--- config.mk ---
export PLATFORM = sky130hd
export DESIGN_NAME = stby_ctl
export DESIGN_NICKNAME = d
export VERILOG_FILES = /design/src/rtl/stby_ctl_pkg.sv /design/src/rtl/stby_ctl_ctrl.sv /design/src/rtl/stby_ctl_dp.sv /design/src/rtl/stby_ctl.sv
export SDC_FILE = /design/constraint.sdc
export NUM_CORES = 1
export LEC_CHECK = 0
export BUFFER_PORTS_ARGS = -buffer_cell sky130_fd_sc_hd__buf_4
export CORE_MARGIN = 1.5
export CORE_UTILIZATION = 37
export DETAILED_ROUTE_END_ITERATION = 16
export HOLD_SLACK_MARGIN = 0.1
export PLACE_DENSITY = 0.86
export SLEW_MARGIN = 20
export SYNTH_ARGS = -nofsm -noshare
export SYNTH_HDL_FRONTEND = slang
export SYNTH_SLANG_ARGS = --single-unit
--- constraint.sdc ---
create_clock -name clk -period 1.1 [get_ports clk]
set_clock_uncertainty 0.15 [all_clocks]
set_input_delay 0.165 -clock clk [delete_from_list [all_inputs] [get_ports clk]]
set_output_delay 0.165 -clock clk [all_outputs]
set_load 0.01 [all_outputs]
--- src/rtl/stby_ctl_pkg.sv ---
package stby_ctl_pkg;
  localparam int MOD_N = 2;
  localparam logic [7:0] CTL_INIT = 8'h78;

  typedef struct packed {
    logic ctlWr;
    logic cfgWr;
    logic regInit;
    logic addrTrack;
    logic busHold;
  } stby_strb_t;
endpackage

--- src/rtl/stby_ctl_ctrl.sv ---
module stby_ctl_ctrl
  import stby_ctl_pkg::*;
(
  input  logic       hwStby,
  input  logic       swStby,
  input  logic       wrEn,
  input  logic       regSel,
  output stby_strb_t strb
);
  logic wrOk;

  always_comb begin
    wrOk           = wrEn && !hwStby && !swStby;
    strb.ctlWr     = wrOk && !regSel;
    strb.cfgWr     = wrOk && regSel;
    strb.regInit   = hwStby;
    strb.addrTrack = !swStby;
    strb.busHold   = swStby;
  end
endmodule

--- src/rtl/stby_ctl_dp.sv ---
module stby_ctl_dp
  import stby_ctl_pkg::*;
#(
  parameter int ADDR_W = 16,
  parameter int STRB_W = 6
) (
  input  logic              clk,
  input  logic              rstN,
  input  stby_strb_t        strb,
  input  logic              regSel,
  input  logic [7:0]        wrData,
  output logic [7:0]        rdData,
  output logic              clkOutEn,
  output logic [MOD_N-1:0]  modStby,
  input  logic [ADDR_W-1:0] busAddr,
  input  logic              busAddrOe,
  input  logic [STRB_W-1:0] strbIn,
  input  logic [STRB_W-1:0] strbOeIn,
  output logic [ADDR_W-1:0] addrOut,
  output logic              addrOe,
  output logic [STRB_W-1:0] strbOut,
  output logic [STRB_W-1:0] strbOe
);
  logic              clkStop;
  logic [MOD_N-1:0]  modSel;
  logic              holdEn;
  logic [ADDR_W-1:0] holdAddr;

  always_ff @(posedge clk or negedge rstN) begin
    if (!rstN) begin
      clkStop <= CTL_INIT[7];
      modSel  <= CTL_INIT[MOD_N-1:0];
      holdEn  <= 1'b0;
    end else if (strb.regInit) begin
      clkStop <= CTL_INIT[7];
      modSel  <= CTL_INIT[MOD_N-1:0];
      holdEn  <= 1'b0;
    end else begin
      if (strb.ctlWr) begin
        clkStop <= wrData[7];
        modSel  <= wrData[MOD_N-1:0];
      end
      if (strb.cfgWr) holdEn <= wrData[1];
    end
  end

  always_ff @(posedge clk or negedge rstN) begin
    if (!rstN) holdAddr <= '0;
    else if (strb.addrTrack) holdAddr <= busAddr;
  end

  always_comb begin
    if (regSel) rdData = {6'b0, holdEn, 1'b0};
    else        rdData = {clkStop, CTL_INIT[6:3], 1'b0, modSel};
  end

  assign clkOutEn = !clkStop;
  assign modStby  = modSel;

  always_comb begin
    if (!strb.busHold) begin
      addrOut = busAddr;
      addrOe  = busAddrOe;
      strbOut = strbIn;
      strbOe  = strbOeIn;
    end else if (holdEn) begin
      addrOut = holdAddr;
      addrOe  = 1'b1;
      strbOut = '1;
      strbOe  = '1;
    end else begin
      addrOut = holdAddr;
      addrOe  = 1'b0;
      strbOut = '1;
      strbOe  = '0;
    end
  end


  clk_wr_chk: assert property (@(posedge clk) disable iff (!rstN)
    strb.ctlWr |=> clkOutEn == !$past(wrData[7]));

  mod_wr_chk: assert property (@(posedge clk) disable iff (!rstN)
    strb.ctlWr |=> modStby == $past(wrData[MOD_N-1:0]));

  hw_init_chk: assert property (@(posedge clk) disable iff (!rstN)
    strb.regInit |=> (clkOutEn && modStby == '0 && !holdEn));

  sw_keep_chk: assert property (@(posedge clk) disable iff (!rstN)
    (strb.busHold && !strb.regInit) |=> ($stable(clkStop) && $stable(modSel) && $stable(holdEn)));

  tri_chk: assert property (@(posedge clk) disable iff (!rstN)
    (strb.busHold && !holdEn) |-> (!addrOe && strbOe == '0));

  hold_addr_chk: assert property (@(posedge clk) disable iff (!rstN)
    (strb.busHold && $past(strb.busHold) && holdEn) |-> $stable(addrOut));

  pass_chk: assert property (@(posedge clk) disable iff (!rstN)
    !strb.busHold |-> (addrOut == busAddr && addrOe == busAddrOe));
endmodule

--- src/rtl/stby_ctl.sv ---
module stby_ctl
  import stby_ctl_pkg::*;
#(
  parameter int ADDR_W = 16,
  parameter int STRB_W = 6
) (
  input  logic              clk,
  input  logic              rstN,
  input  logic              hwStby,
  input  logic              swStby,
  input  logic              wrEn,
  input  logic              regSel,
  input  logic [7:0]        wrData,
  output logic [7:0]        rdData,
  output logic              clkOutEn,
  output logic [1:0]        modStby,
  input  logic [ADDR_W-1:0] busAddr,
  input  logic              busAddrOe,
  input  logic [STRB_W-1:0] strbIn,
  input  logic [STRB_W-1:0] strbOeIn,
  output logic [ADDR_W-1:0] addrOut,
  output logic              addrOe,
  output logic [STRB_W-1:0] strbOut,
  output logic [STRB_W-1:0] strbOe
);
  stby_strb_t strb;

  stby_ctl_ctrl u_ctrl (
    .hwStby (hwStby),
    .swStby (swStby),
    .wrEn   (wrEn),
    .regSel (regSel),
    .strb   (strb)
  );

  stby_ctl_dp #(.ADDR_W(ADDR_W), .STRB_W(STRB_W)) u_dp (
    .clk       (clk),
    .rstN      (rstN),
    .strb      (strb),
    .regSel    (regSel),
    .wrData    (wrData),
    .rdData    (rdData),
    .clkOutEn  (clkOutEn),
    .modStby   (modStby),
    .busAddr   (busAddr),
    .busAddrOe (busAddrOe),
    .strbIn    (strbIn),
    .strbOeIn  (strbOeIn),
    .addrOut   (addrOut),
    .addrOe    (addrOe),
    .strbOut   (strbOut),
    .strbOe    (strbOe)
  );
endmodule

# Word level (Yosys, flattened, before mapping)

Index checks and enable logic that the tools add are counted.

Muxes and demuxes: 13
Reduce and logical (&&, ||, !) cells: 10

Operator list:

| cell                | count |
|---|---|
| $mux W6             | 3 |
| $mux W16            | 1 |
| $mux W8             | 1 |
| $mux W1             | 6 |
| $logic_and A1 B1 Y1 | 4 |
| $logic_not A1 Y1    | 4 |
| $mux W2             | 2 |
| $reduce_bool A2 Y1  | 2 |

Register bits: 20
Input bits: 43
Output and inout port bits: 40

# Longest topological paths before layout

Gate-level depths: netlist of the first run.

Word-level depth: 6
Gate-level depth with buffers: 3
Depth with buffers taken out: 2

# By module

Synthesis of the first run repeated with hierarchy kept, for this count alone.

Cell total of the unflattened synthesis: 101
Area total of the unflattened synthesis: 1212.4 um^2

By module, submodules not included:

| module        | times used | cells each | area each (um^2) | sequential area each (um^2) |
|---|---|---|---|---|
| stby_ctl_dp   | 1          | 96         | 1166.1           | 500.5 |
| stby_ctl_ctrl | 1          | 5          | 46.3             | 0.0 |

# Worst setup path after synthesis of the first run

No wires, ideal clock.

Path type: register to output
From: register u_dp.modSel[1], in the netlist u_dp.modStby[1]
To: output rdData[1]
Arrival time: 0.695 ns
Data required time: 0.785 ns
Path slack: 0.090 ns
Stages on the path, launching flop included: 2
Buffers on the path: 0
Cell sequence: dfrtp_1 mux2_2

Word-level cells in the longest chain between the ends: 1

RTL lines:

| element                  | line              | RTL |
|---|---|---|
| start: declaration       | stby_ctl_dp.sv:25 | `logic [MOD_N-1:0] modSel;` |
| start signal: assignment | stby_ctl_dp.sv:32 | `modSel <= CTL_INIT[MOD_N-1:0];` |
| start signal: assignment | stby_ctl_dp.sv:36 | `modSel <= CTL_INIT[MOD_N-1:0];` |
| start signal: assignment | stby_ctl_dp.sv:41 | `modSel <= wrData[MOD_N-1:0];` |
| $mux W8                  | stby_ctl_dp.sv:53 | `if (regSel) rdData = {6'b0, holdEn, 1'b0};` |
| end: declaration         | stby_ctl.sv:14    | `output logic [7:0] rdData,` |

No other way between the ends.

# Final worst setup path of the first run

From: register u_dp.holdEn
To: output rdData[1]

Word-level cells in the longest chain between the ends: 1

RTL lines:

| element                  | line              | RTL |
|---|---|---|
| start: declaration       | stby_ctl_dp.sv:26 | `logic holdEn;` |
| start signal: assignment | stby_ctl_dp.sv:43 | `if (strb.cfgWr) holdEn <= wrData[1];` |
| $mux W8                  | stby_ctl_dp.sv:53 |  |

No other way between the ends.

==> impl_metrics.csv, run 1 <==
group,metric,value,unit
run_status,status,"finished with violations",
run_status,violations,"hold timing, setup timing",
power,intPower,1.33,mW
layout,antenna_cells,0,
sta,finalCritPeriodShare,131,%
layout,fillers,185,
clocking,clk-insertion-delay-late,0.29,ns
clocking,htreeDepth,1,
placement,portBuffers,76,
worst_setup_path,arrival,1.13,ns
detailed_routing,wl_per_cell,14.5,um
sta,hold_violations,16,
clocking,postCtsHoldBufs,6,
sta,rsz0062_at_grt,"true",
grt,antenna_found_initial,0,
yosys,ys_warn_count,0,
placement,place_congestion,0.737,
worst_setup_path,path_max_fanout,3,
layout,layout.cells.most_common,"buf_4",
clocking,cts_tree,"built",
power,p_switching,0.474,mW
worst_setup_path,max_stage_delay,0.42,ns
power,seq_power_share,45.5,%
worst_setup_path,critPathRequiredTime,0.78,ns
power,vdd_drop_max,1120,uV
clocking,cts_root_buffer,"clkbuf_4",
yosys,synth_cells,83,
placement,placed_cell_area,1550,um^2
sta,drv_slew,0,
floorplanning,core_area,2500,um^2
sta,fmaxAchievable,693,MHz
yosys,syn-num-nets,126,
layout,syn_to_final_growth,90.8,%
floorplanning,fp.dieW,54.5,um
sta,whs,-0.0454,ns
power,p_sw_share,26.3,%
detailed_routing,first_pass_iters,3,
sta,finalWorstSetupSlack,-0.342,ns
detailed_routing,wirelength,2880,um
detailed_routing,vias,945,
floorplanning,die_y,54.5,um
clocking,numCtsBuffers,3,
floorplanning,dieArea,2970,um^2
clocking,clk_pin_slew,0.11,ns
layout,mostFrequentLayoutCells,"57 x buf_4, 24 x buf_6, 20 x dfrtp_1",
grt,grt_use_total,18.3,%
detailed_routing,avgViaCountPerCell,4.77,
worst_setup_path,path_cells,"mux2_4, buf_6",
power,fin_total_pwr,1.80,mW
power,p_comb_share,35.3,%
detailed_routing,antenna_left,0,
floorplanning,start_util,39.3,%
yosys,synth_cell_types,16,
yosys,synth_top_area_cell,"dfrtp_1",
floorplanning,ioPinCount,83,
placement,dp_slack,-0.239,ns
sta,period_needed,1.44,ns
power,p_leak,0.987,nW
clocking,clkSinkCount,20,
layout,nets,213,
grt,overflow,0,
hold_path,hold_path_class,"input pin to flip-flop",
grt,grt_max_degree,33,
clocking,ctsLongestPathBuffers,2,
power,powerDensity,962,nW/um^2
detailed_routing,drt_drc_violations_left,0,
yosys,synth_seq_cells,20,
worst_setup_path,end_kind,"output port",
yosys,synth.avg_cell_area,11.8,um^2
grt,grt_pass1_wl,3830,um
power,clkPwrFrac,19.2,%
sta,setup_viol,29,
layout,fin_area,1870,um^2
yosys,synth_area_leaders,"dfrtp_1 51%, mux2_2 19%, nand2b_1 4.5%",
layout,multiInputGateArea,469,um^2
yosys,seq_area_frac_synth,51.0,%
detailed_routing,drtIter0Drc,2,
layout,seqCellArea,500,um^2
placement,dp_hpwl,1780,um
worst_setup_path,cp_slowest_cell,"dfrtp_1",
yosys,synthesis.area,982,um^2
floorplanning,std_cell_rows,18,
grt,grt_pass1_vias,937,
worst_setup_path,worst_setup_path_start_kind,"flip-flop",
flow_run,cap_violations,0,
layout,drive_gt1_share,67.9,%
worst_setup_path,critPathKind,"flip-flop to output port",
layout,fin_util,75.0,%
yosys,yosysTopAreaCellShare,51.0,%
==> state kept, by name, indices dropped and copies added (netlist names) <==
register and flops:
u_dp.holdAddr 16, u_dp.holdEn 1, u_dp.clkStop 1, u_dp.modStby 2
==> cell usage after synthesis (all sizes together) <==
| cell | n |
|---|---|
| nor2b | 1 |
| nand3b | 1 |
| nand2b | 7 |
| o21ai | 7 |
| conb | 1 |
| or2 | 6 |
| nor2 | 1 |
| nand2 | 1 |
| buf | 6 |
| clkbuf | 1 |
| dfrtp | 20 |
| inv | 9 |
| nor3b | 1 |
| mux2 | 17 |
| mux2i | 4 |
==> per-layer routing <==
| metal | part of all wire, % | global-route usage (%) | vias to the layer above |
|---|---|---|---|
| met5 | 0 | 0 | - |
| li1 | - | - | 434 |
| met1 | 36 | 21.0 | 435 |
| met4 | 2.6 | 11.3 | 0 |
| met2 | 51 | 30.1 | 65 |
| met3 | 10 | 4.92 | 11 |
==> final timing paths <==
kind / cells after the start / endpoint / slack, ns / from
setup reg to reg: 4 / u_dp.holdEn / 0.04 / u_dp.holdEn
min in group asynchronous: 2 / u_dp.holdAddr[8] / 0.11 / rstN
max in group asynchronous: 2 / u_dp.holdAddr[5] / 0.47 / rstN
hold / removal: 2 / u_dp.holdAddr[7] / -0.05 / busAddr[7]
setup / recovery: 2 / rdData[1] / -0.34 / u_dp.holdEn
hold reg to reg: 1 / u_dp.holdAddr[4] / 0.36 / u_dp.holdAddr[4]
==> cell families (layout without fill, tap and decap cells) <==
logic type / Yosys count / after routing / share of synthesized area (%)
AO/OA/AOI/OAI: 7 / 7 / 3.57
buffers and inverters: 16 / 101 / 9.17
flip-flops: 20 / 20 / 51.0
multiplexers: 21 / 21 / 23.6
other: 1 / 1 / 0.382
AND/OR/NAND/NOR: 18 / 18 / 12.4
==> power by group through the flow <==
stage | clock, mW | combinational (mW) | sequential (mW)
after floorplan | 0 | 0.211 | 0.824
after global placement | 0 | 0.473 | 0.826
after detailed placement | 0 | 0.485 | 0.829
after CTS | 0.347 | 0.614 | 0.819
after global routing | 0.379 | 0.683 | 0.826
final | 0.347 | 0.636 | 0.820
==> through the flow <==
step / TNS [ns] / instances / hold slack, ns
after detailed placement: -6.44 / 184 / -0.0936
final: -7.84 / 198 / -0.0454
after global placement: -4.93 / 184 / -0.0985
after global routing: -8.80 / 198 / -0.0464
after floorplan: 0 / 83 / -0.281
after CTS: -7.43 / 195 / -0.0418
==> what timing repair did <==
action | 4_1_cts | 5_1_grt
gates cloned | 0 | 1
resized for setup | 50 | 8
hold endpoints to repair | 40 | 19
endpoints found under the setup margin | 35 | 38
setup buffers | 2 | 4
==> critical path: cells and delay by family, from the launching register on <==
family	cells	cell delay, ns
muxes	1	0.28
buffers and inverters	1	0.12
DFF	1	0.42
==> area by class of cell <==
| class | instances | share of cell area [%] |
|---|---|---|
| Sequential cell | 20 | 26.7 |
| Inverter | 9 | 1.80 |
| Clock buffer | 3 | 1.20 |
| Timing Repair Buffer | 89 | 43.3 |
| Multi-Input combinational cell | 47 | 25.0 |
| Tap cell | 30 | 2.00 |
No activity file was read; power rests on OpenSTA's default activity.
==> inputs of run 2 (changes only) <==
ABC_AREA = 1   (was not set)
==> impl_metrics.csv, run 2 <==
group,metric,value,unit
power,p_leak,1.14,nW
flow_run,cap_violations,0,
clocking,clk_pin_slew,0.12,ns
yosys,synth_cell_types,13,
grt,global_route.usage.met2,45.4,%
hold_path,hold_path_class,"input pin to flip-flop",
run_status,violations,"hold timing, setup timing",
grt,grt-busiest-layer,"met2",
layout,largest_register_ffs,16,
worst_setup_path,arrival,1.06,ns
sta,tns,-4.76,ns
power,p_switching,0.534,mW
grt,grt_pass1_vias,1155,
power,p_sw_share,27.4,%
yosys,synth_area_leaders,"dfrtp_1 51%, nand2_1 28%, buf_4 4.6%",
detailed_routing,drt_drc_violations_left,0,
yosys,synthesis.area,978,um^2
detailed_routing,drtIter0Drc,7,
power,intPower,1.41,mW
worst_setup_path,critPathRequiredTime,0.78,ns
floorplanning,dieArea,2960,um^2
worst_setup_path,critPathKind,"flip-flop to output port",
yosys,synth-main-ff-cell,"dfrtp_1",
yosys,syn-num-nets,170,
floorplanning,die_y,54.4,um
detailed_routing,wl_per_cell,12.3,um
placement,dp_slack,-0.0450,ns
yosys,synth_commonest_cells,"73 x nand2_1, 20 x dfrtp_1, 6 x buf_4, 6 x inv_1, 5 x nand3_1",
detailed_routing,wirelength,3190,um
sta,finalCritPeriodShare,125,%
placement,portBuffers,76,
clocking,ctsLongestPathBuffers,2,
grt,overflow,0,
layout,nets,274,
detailed_routing,vias,1213,
grt,grt_pass1_wl,4660,um
sta,period_needed,1.38,ns
clocking,clkSinkCount,20,
sta,finalWorstSetupSlack,-0.279,ns
power,p_comb_share,36.7,%
sta,whs,-0.0516,ns
run_status,status,"finished with violations",
layout,multiInputGateArea,452,um^2
worst_setup_path,ff2ff_setup_slack,0.03,ns
grt,met1_usage,22.9,%
clocking,htreeDepth,1,
layout,top_register,"u_dp.holdAddr",
layout,drive_gt1_share,58.7,%
power,vdd_drop_max,915,uV
sta,drv_slew,0,
detailed_routing,avgViaCountPerCell,4.67,
layout,layout.cells.most_common,"buf_4",
floorplanning,fp.dieW,54.4,um
grt,grt_use_total,22.3,%
placement,dp_hpwl,1920,um
yosys,yosysMostFrequentCell,"nand2_1",
worst_setup_path,path_max_fanout,2,
yosys,synth_seq_cells,20,
layout,antenna_cells,0,
sta,fmaxAchievable,725,MHz
detailed_routing,antenna_left,0,
power,seq_power_share,41.7,%
layout,fin_util,81.2,%
yosys,synth_top_area_cell,"dfrtp_1",
worst_setup_path,end_kind,"output port",
clocking,clk-insertion-delay-late,0.29,ns
yosys,synth_cells,127,
clocking,numCtsBuffers,3,
layout,syn_to_final_growth,107,%
power,clkPwrFrac,21.6,%
yosys,seq_area_frac_synth,51.2,%
clocking,cts_tree,"built",
grt,antenna_found_initial,0,
placement,placed_cell_area,1590,um^2
layout,fin_area,2030,um^2
yosys,synth.avg_cell_area,7.70,um^2
sta,hold_violations,6,
floorplanning,start_util,39.1,%
placement,place_congestion,0.708,
clocking,postCtsHoldBufs,6,
power,powerDensity,960,nW/um^2
yosys,ys_warn_count,0,
worst_setup_path,worst_setup_path_start_kind,"flip-flop",
yosys,synth_edf_count,0,
sta,setup_viol,29,
detailed_routing,first_pass_iters,4,
floorplanning,std_cell_rows,18,
yosys,ys_async_sr_fraction,100,%
floorplanning,core_area,2500,um^2
yosys,yosysTopAreaCellShare,51.2,%
layout,seqCellArea,500,um^2
grt,grt_use_met3,2.46,%
floorplanning,ioPinCount,83,
clocking,cts_root_buffer,"clkbuf_4",
grt,grt_max_degree,21,
sta,rsz0062_at_grt,"true",
layout,fillers,170,
layout,mostFrequentLayoutCells,"61 x buf_4, 48 x nand2_1, 39 x buf_6",
run 2: changes by cell type after synthesis, sizes merged:
cell,change
nand4,+4
nand2b,-7
nor3b,-1
nand2,+72
nor2b,-1
buf,+2
nand3,+5
mux2,-17
inv,-2
mux2i,-4
o21ai,-7
clkbuf,-1
nor2,+2
nand3b,-1
run 2: stage by stage:
| stage | hold WS, ns | power, mW | std cells |
|---|---|---|---|
| final | -0.0516 | 1.95 | 260 |
| after global routing | -0.0451 | 2.05 | 260 |
| after CTS | -0.0497 | 1.93 | 263 |
| after detailed placement | -0.0978 | 1.32 | 233 |
| after global placement | -0.0955 | 1.31 | 233 |
| after floorplan | -0.281 | 1.02 | 127 |
run 2: final cells by class:
type / instances / share of cell area (%)
Clock buffer: 4 / 1.79
Inverter: 7 / 1.29
Multi-Input combinational cell: 92 / 22.3
Sequential cell: 20 / 24.7
Tap cell: 30 / 1.85
Timing Repair Buffer: 107 / 48.2
run 2: power by group through the flow:
| stage | clock network [mW] | registers, mW | logic (mW) |
|---|---|---|---|
| after CTS | 0.422 | 0.809 | 0.702 |
| after global routing | 0.459 | 0.818 | 0.777 |
| after floorplan | 0 | 0.820 | 0.196 |
| final | 0.420 | 0.812 | 0.715 |
| after global placement | 0 | 0.820 | 0.486 |
| after detailed placement | 0 | 0.822 | 0.494 |
run 2: logic make-up (layout without fill, tap and decap cells):
logic type	count (synthesis)	after routing	share of synthesized area (%)
simple gates	91	91	38.9
flops	20	20	51.2
buf+inv	15	118	9.59
other cells	1	1	0.383
run 2: path summary, 6_finish.rpt:
| check | start | to | cells after the start |
|---|---|---|---|
| max in group asynchronous | rstN | u_dp.holdAddr[10] | 2 |
| max | u_dp.holdEn | rdData[1] | 4 |
| min | busAddr[12] | u_dp.holdAddr[12] | 3 |
| min reg2reg | u_dp.holdAddr[15] | u_dp.holdAddr[15] | 2 |
| max reg2reg | u_dp.holdAddr[6] | u_dp.holdAddr[6] | 5 |
| min in group asynchronous | rstN | u_dp.holdAddr[4] | 2 |
run 2: what timing repair did:
item / CTS / global route
resized for setup: 49 / 24
endpoints found under the hold margin: 35 / 12
buffers inserted: 20 / 5
setup endpoints to repair: 29 / 38
pin swaps: 39 / 5
run 2: critical path: stages (launching register included):
cell and delay [ns]:
dfrtp_1 0.44, buf_6 0.14, nand2_2 0.05, nand2_2 0.04, buf_6 0.11
run 2: per-layer routing:
metal | vias up | routed length (um)
met3 | 6 | 166
met5 | - | 0
li1 | 590 | -
met4 | 0 | 67
met2 | 45 | 1830
met1 | 572 | 1130
